`src/rtl/isc_pkg.sv`:
```
package isc_pkg;

  typedef struct packed {
    logic is_edge;
    logic act_high;
  } trig_cfg_t;

  function automatic logic active_lvl(input logic v, input logic hi);
    return hi ? v : ~v;
  endfunction

endpackage

```
`src/rtl/isc_sync.sv`:
```
module isc_sync #(
  parameter int unsigned WIDTH = 8
) (
  input  logic             clk_i,
  input  logic             rst_ni,
  input  logic [WIDTH-1:0] async_i,
  output logic [WIDTH-1:0] sync_o
);
  logic [WIDTH-1:0] meta_q, sync_q;

  always_ff @(posedge clk_i or negedge rst_ni) begin
    if (!rst_ni) begin
      meta_q <= '0;
      sync_q <= '0;
    end else begin
      meta_q <= async_i;
      sync_q <= meta_q;
    end
  end

  assign sync_o = sync_q;
endmodule

```
`src/rtl/isc_ack_dec.sv`:
```
module isc_ack_dec #(
  parameter int unsigned N_SRC = 8,
  parameter int unsigned ID_W  = $clog2(N_SRC)
) (
  input  logic             valid_i,
  input  logic [ID_W-1:0]  id_i,
  output logic [N_SRC-1:0] hit_o
);
  for (genvar g = 0; g < N_SRC; g++) begin : g_hit
    assign hit_o[g] = valid_i && (id_i == ID_W'(g));
  end
endmodule

```
`src/rtl/isc_src.sv`:
```
module isc_src
  import isc_pkg::*;
#(
  parameter bit IS_EXT = 1'b1
) (
  input  logic clk_i,
  input  logic rst_ni,
  input  logic lvl_i,
  input  logic edge_sel_i,
  input  logic pol_i,
  input  logic set_i,
  input  logic clr_i,
  output logic pend_o
);
  trig_cfg_t cfg_d, cfg_q;
  logic prev_q, lat_q, lat_d;
  logic act, act_prev, evt, mode_chg;

  // internal sources are forced active-high
  assign cfg_d.is_edge  = edge_sel_i;
  assign cfg_d.act_high = IS_EXT ? pol_i : 1'b1;

  assign act      = active_lvl(lvl_i, cfg_d.act_high);
  assign act_prev = active_lvl(prev_q, cfg_d.act_high);
  assign evt      = cfg_d.is_edge & act & ~act_prev;
  assign mode_chg = (cfg_d != cfg_q);

  always_comb begin
    if (mode_chg || !cfg_d.is_edge || clr_i) lat_d = 1'b0;
    else                                      lat_d = lat_q | evt | set_i;
  end

  always_ff @(posedge clk_i or negedge rst_ni) begin
    if (!rst_ni) begin
      prev_q <= 1'b0;
      lat_q  <= 1'b0;
      cfg_q  <= '{is_edge: 1'b0, act_high: 1'b1};
    end else begin
      prev_q <= lvl_i;
      lat_q  <= lat_d;
      cfg_q  <= cfg_d;
    end
  end

  assign pend_o = cfg_d.is_edge ? lat_q : act;

  assert_clr_wins_R9: assert property (@(posedge clk_i) disable iff (!rst_ni)
    clr_i |=> !lat_q);
  assert_mode_clear_R10: assert property (@(posedge clk_i) disable iff (!rst_ni)
    mode_chg |=> !lat_q);
  assert_edge_hold_R4: assert property (@(posedge clk_i) disable iff (!rst_ni)
    (lat_q && !clr_i && !mode_chg) |=> lat_q);
  assert_sw_set_R8: assert property (@(posedge clk_i) disable iff (!rst_ni)
    (set_i && cfg_d.is_edge && !clr_i && !mode_chg) |=> lat_q);
endmodule

```
`src/rtl/irq_src_cond.sv`:
```
module irq_src_cond #(
  parameter int unsigned      N_SRC    = 8,
  parameter int unsigned      ID_W     = $clog2(N_SRC),
  parameter logic [N_SRC-1:0] EXT_MASK = '1
) (
  input  logic             clk_i,
  input  logic             rst_ni,
  input  logic [N_SRC-1:0] irq_raw_i,
  input  logic [N_SRC-1:0] trig_edge_i,
  input  logic [N_SRC-1:0] trig_pol_i,
  input  logic             ack_valid_i,
  input  logic [ID_W-1:0]  ack_id_i,
  input  logic [N_SRC-1:0] sw_set_i,
  input  logic [N_SRC-1:0] sw_clr_i,
  output logic [N_SRC-1:0] pending_o,
  output logic [N_SRC-1:0] edge_mode_o
);
  logic [N_SRC-1:0] sync_lvl, ack_hit;

  isc_sync #(.WIDTH(N_SRC)) u_sync (
    .clk_i  (clk_i),
    .rst_ni (rst_ni),
    .async_i(irq_raw_i),
    .sync_o (sync_lvl)
  );

  isc_ack_dec #(.N_SRC(N_SRC), .ID_W(ID_W)) u_ack (
    .valid_i(ack_valid_i),
    .id_i   (ack_id_i),
    .hit_o  (ack_hit)
  );

  for (genvar g = 0; g < N_SRC; g++) begin : g_src
    isc_src #(.IS_EXT(EXT_MASK[g])) u_src (
      .clk_i     (clk_i),
      .rst_ni    (rst_ni),
      .lvl_i     (sync_lvl[g]),
      .edge_sel_i(trig_edge_i[g]),
      .pol_i     (trig_pol_i[g]),
      .set_i     (sw_set_i[g]),
      .clr_i     (sw_clr_i[g] | ack_hit[g]),
      .pend_o    (pending_o[g])
    );
  end

  assign edge_mode_o = trig_edge_i;

  assert_ack_onehot_R7: assert property (@(posedge clk_i) disable iff (!rst_ni)
    $onehot0(ack_hit));
  assert_ack_only_valid_R7: assert property (@(posedge clk_i) disable iff (!rst_ni)
    !ack_valid_i |-> (ack_hit == '0));
endmodule

```
`config.mk`:
```
export PLATFORM = sky130hd
export DESIGN_NAME = irq_src_cond
export DESIGN_NICKNAME = d
export VERILOG_FILES = /design/src/rtl/isc_pkg.sv /design/src/rtl/isc_sync.sv /design/src/rtl/isc_ack_dec.sv /design/src/rtl/isc_src.sv /design/src/rtl/irq_src_cond.sv
export SDC_FILE = /design/constraint.sdc
export NUM_CORES = 1
export LEC_CHECK = 0
export BUFFER_PORTS_ARGS = -buffer_cell sky130_fd_sc_hd__buf_2
export CAP_MARGIN = 40
export CORE_MARGIN = 1
export CORE_UTILIZATION = 42
export DETAILED_ROUTE_END_ITERATION = 10
export PLACE_DENSITY = 0.68
export SETUP_SLACK_MARGIN = 0.3
export SLEW_MARGIN = 10
export SYNTH_ARGS = -nofsm -noshare
export SYNTH_HDL_FRONTEND = slang
export SYNTH_SLANG_ARGS = --single-unit
```
`constraint.sdc`:
```
create_clock -name clk_i -period 2.5 [get_ports clk_i]
set_input_delay 0.125 -clock clk_i [delete_from_list [all_inputs] [get_ports clk_i]]
set_output_delay 0.125 -clock clk_i [all_outputs]
set_load 0.02 [all_outputs]
```
== Word level (Yosys, flattened, before mapping) ==
Cells that the tools add are included.

* Register bits after elaboration: 48
* Bits of input ports: 46
* Output and inout port bits: 16
* Word-level logic and storage cells: 178

* Equal/unequal tests: 15
* Multiplexer cells: 32
* Bitwise operators: 64
* Reductions and logical operators: 33

{| class="wikitable"
|+ Operators with widths
! kind !! number
|-
| $mux 1 || 32
|-
| $not 1->1 || 24
|-
| $or 1x1->1 || 24
|-
| $and 1x1->1 || 16
|-
| $logic_or 1x1->1 || 16
|-
| $ne 2x2->1 || 8
|-
| $eq 3x3->1 const B || 4
|-
| $logic_and 1x1->1 || 8
|-
| $logic_not 1->1 || 8
|-
| $eq 3x2->1 const B || 2
|-
| $eq 3x1->1 const B || 1
|-
| $logic_not 3->1 || 1
|}

== Longest topological paths before layout ==
* Word-level depth: 7
* Gate-level depth with buffers: 3
* Depth with buffers taken out: 3

== Hierarchy ==
From an unflattened synthesis, not the netlist that was laid out.

* Cells, all modules: 152
* Area, all modules: 1948.1 sq um

{| class="wikitable"
|+ Modules (own cells, without submodules)
! module !! times used !! cells each !! area each (sq um) !! sequential area each (sq um)
|-
| isc_src || 8 || 14 || 167.7 || 101.3
|-
| isc_sync || 1 || 16 || 400.4 || 400.4
|-
| irq_src_cond || 1 || 16 || 110.1 || 0.0
|-
| isc_ack_dec || 1 || 8 || 96.3 || 0.0
|}

== Worst setup path after synthesis ==
No wires, ideal clock.

* Path kind: register to register
* From: register g_src[1].u_src.cfg_q[0] (netlist bit)
* To: register g_src[1].u_src.lat_q
* Setup time: 0.066 ns
* Data arrival time: 0.992 ns
* Slack: 1.442 ns
* Cell stages (with the launch flop): 4
* Buffers on the path: 0
* Cell sequence: dfstp_2 > xor2_1 > a2111oi_2 > o31a_1

* Longest elaborated chain between the ends: 4

{| class="wikitable"
|+ RTL lines
! what !! RTL line !! source
|-
| from (decl) || isc_src.sv:15 || <nowiki>trig_cfg_t cfg_d, cfg_q;</nowiki>
|-
| from (signal assigned) || isc_src.sv:37 || <nowiki>cfg_q <= '{is_edge: 1'b0, act_high: 1'b1};</nowiki>
|-
| from (signal assigned) || isc_src.sv:41 || <nowiki>cfg_q <= cfg_d;</nowiki>
|-
| $ne 2x2->1 || isc_src.sv:26 || <nowiki>assign mode_chg = (cfg_d != cfg_q);</nowiki>
|-
| $logic_or 1x1->1 (2 in a row) || isc_src.sv:29 || <nowiki>if (mode_chg || !cfg_d.is_edge || clr_i) lat_d = 1'b0;</nowiki>
|-
| $mux 1 || isc_src.sv:29 ||
|-
| net g_src[1].u_src.lat_d || isc_src.sv:16 || <nowiki>logic prev_q, lat_q, lat_d;</nowiki>
|-
| to (signal assigned) || isc_src.sv:40 || <nowiki>lat_q <= lat_d;</nowiki>
|-
| to (decl) || isc_src.sv:16 ||
|}

The timed path passes the listed nets, and every way through them passes these cells.

== Worst setup path after layout ==
* From: input port trig_pol_i[0]
* To: output port pending_o[0]

* Longest elaborated chain between the ends: 2

{| class="wikitable"
|+ RTL lines
! what !! RTL line !! source
|-
| from (decl) || irq_src_cond.sv:10 || <nowiki>input logic [N_SRC-1:0] trig_pol_i,</nowiki>
|-
| $mux 1 || isc_pkg.sv:9 || <nowiki>return hi ? v : ~v;</nowiki>
|-
| $mux 1 || isc_src.sv:45 || <nowiki>assign pend_o = cfg_d.is_edge ? lat_q : act;</nowiki>
|-
| to (decl) || irq_src_cond.sv:15 || <nowiki>output logic [N_SRC-1:0] pending_o,</nowiki>
|}

Every way passes these cells.

==> results.ini <==
[outcome]
status=finished clean

[pwr]
p_switching_w=0.000353
power.internal_w=0.00117
p_clk_frac=0.321
p_leak_nw=1.17
p_comb_frac=0.129
seq_power_share=0.549
vdd_drop_max_uv=333
powerDensity_nw_per_um2=605
swShare=0.232
total_power_w=0.00152

[timing]
finalSetupViolCount=0
rsz0062_at_grt=no
hold_viol_final=0
worst_hold_slack_ns=0.0536
max_freq_mhz=695
finalCritPeriodShare=0.575
fin_crit_ns=1.44
tightest_slew_ns=0.336
setup_tns_ns=0
slew_viol_final=0
maxSlewHeadroom=0.770
skew_ns=0.00614

[drt]
wl_um=3440
first_iter_violations=35
drc=0
wl_per_cell_um=12.3
drtPass1Iterations=7
viasPerCell=4.70
vias=1311
postRouteAntennaNets=0

[synth]
synth_common_cells=dfrtp_1 (40), nand2_1 (21), buf_4 (16), xor2_1 (12)
async_flop_share=1.00
synth_top_area_cell=dfrtp_1
synth_ff_type=dfrtp_1
synth.net_count=194
syn_area_per_cell_sq_um=12.8
yosys_register_bits=48
synthCells=148
synth_area_leaders=dfrtp_1 (53%), dfstp_2 (11%), buf_4 (6.4%)
seq_area_frac_synth=0.641
yosysMostFrequentCell=dfrtp_1
synth_top_area_frac=0.529
synth_area_sq_um=1890
yosysUniqueCellTypes=23
yosysWarnings=0
synth_edf_count=0

[final_layout]
diodes=0
nNetsFinal=272
final_cells=279
area_growth_pct=32.8
fill_cells=359
drive_gt1_frac=0.352

[place]
dp_cells=246
numPortBuffers=61
dp_hpwl_um=2370
gp_congestion=0.723

[worst_setup_path]
path_class=input pin to output pin
cpMaxStageDelayCell=dlygate4sd3_1
crit_family=buffers and inverters
startpoint_type=input pin
crit_path_end_kind=output pin
cp_num_buf_inv=3
cp.depth=5
critPathMaxStageDelay_ns=0.54
crit_fanout=5
crit_chain=dlygate4sd3_1, buf_2, xor2_1, o21ai_0, buf_2
r2r.worst_path.cells=3
cpMostUsedCell=buf_2
arrival_ns=1.31
cp.required_ns=2.38

[global_route]
grt_max_degree=36
grt_pass1_wl_um=5830
first_global_vias=1255
grt_overflow=0
antenna_found_initial=0
grt_use_total=0.158

[clock_network]
htree_levels=2
clock-root-buffer=clkbuf_8
clockBufferDepth=2
path_clk_slew_ns=0.08
cts_tree=yes
post_cts_resized=0
cts_sinks=48
clock_latency_ns=0.29
numCtsBuffers=5

[floorplan]
io_pins=62
core_sq_um=4350
dieWidth_um=69.1
die_y_um=69.1
die_area_sq_um=4770
initial_core_util=0.434
core.rowCount=24

[worst_hold_path]
whs_path_depth=2
hold_path.class=input pin to flop

[job]
cap_violations=0

[power groups by stage]
stage / combinational (W) / sequential [W] / clock, W
final: 0.000196 / 0.000834 / 0.000488
after global placement: 0.000162 / 0.000848 / 0
after CTS: 0.000199 / 0.000835 / 0.000505
after detailed placement: 0.000169 / 0.000850 / 0
after floorplan: 0.0000982 / 0.000846 / 0
after global routing: 0.000217 / 0.000839 / 0.000533
[placed cells by master (no fill, tap or decap)]
cell            n
a2111oi_0       1
a2111oi_2       2
a311oi_1        5
and3b_1         1
buf_12          1
buf_2          61
clkbuf_1        1
clkbuf_8        7
dfrtp_1        40
dfstp_2         8
dlygate4sd3_1  25
nand2_1        21
nand2b_1        6
nand3b_1        2
nand4_1         1
nand4b_1        1
nor2_1          3
nor2b_1         2
nor2b_2         1
nor3b_1         1
nor4_1          1
o21ai_0         8
o22ai_1         6
o311a_1         4
o31a_1          2
xnor2_1         4
xor2_1         12
[stage by stage]
step	utilization	area, sq um	setup WS [ns]
floorplan	-	1890	1.44
global placement	0.492	2140	1.42
detailed placement	0.496	2160	1.39
CTS	0.577	2510	1.05
global route	0.577	2510	0.990
finish	0.577	2510	1.06
[worst paths after layout]
check / from / end / slack, ns
min in group asynchronous: rst_ni / g_src[6].u_src.prev_q / 0.26
setup / recovery: trig_pol_i[0] / pending_o[0] / 1.06
hold / removal: sw_set_i[2] / g_src[2].u_src.lat_q / 0.05
hold reg to reg: u_sync.meta_q[1] / u_sync.sync_o[1] / 0.35
setup reg to reg: g_src[1].u_src.cfg_q[0] / g_src[1].u_src.lat_q / 1.39
max in group asynchronous: rst_ni / g_src[2].u_src.cfg_q[0] / 1.68
[worst reg2reg max path, delay by kind of cell, from the launching register on]
| family | cells | cell delay, ns |
|---|---|---|
| DFF | 1 | 0.53 |
| AOI/OAI and AO/OA | 2 | 0.46 |
| xor gates and xnor gates | 1 | 0.07 |
[area by class of cell]
cell class | instances | area (sq um) | area share
flip-flops and latches | 48 | 1210 | 0.482
repair buffers | 87 | 576 | 0.229
multi-input cells | 84 | 559 | 0.223
clock buffers | 8 | 100 | 0.0399
well taps | 52 | 65.1 | 0.0259
[registers in the layout (all words and copies together) (netlist names)]
| name | cells |
|---|---|
| g_src.u_src.prev_q | 8 |
| u_sync.meta_q | 8 |
| u_sync.sync_o | 8 |
| g_src.u_src.cfg_q | 16 |
| g_src.u_src.lat_q | 8 |
[cells by family after synthesis]
group	after synthesis	synth area share
flip-flops	48	0.641
buffers and inverters	16	0.0635
AO/OA/AOI/OAI	28	0.115
XOR/XNOR	16	0.0741
AND/OR/NAND/NOR	40	0.107
[metal layers]
layer / vias to the layer above / part of all wire / GRT usage
li1: 658 / - / -
met1: 609 / 0.47 / 0.211
met5: - / 0 / 0
met2: 37 / 0.47 / 0.245
met4: 0 / 0.016 / 0.0680
met3: 7 / 0.043 / 0.0395
[timing repair]
action | 4_1_cts | 5_1_grt
endpoints found under the hold margin | 36 | 0
endpoints found under the setup margin | 0 | 0
setup buffers | 0 | 0
hold buffers | 25 | 0
No activity file was read; power rests on OpenSTA's default activity.
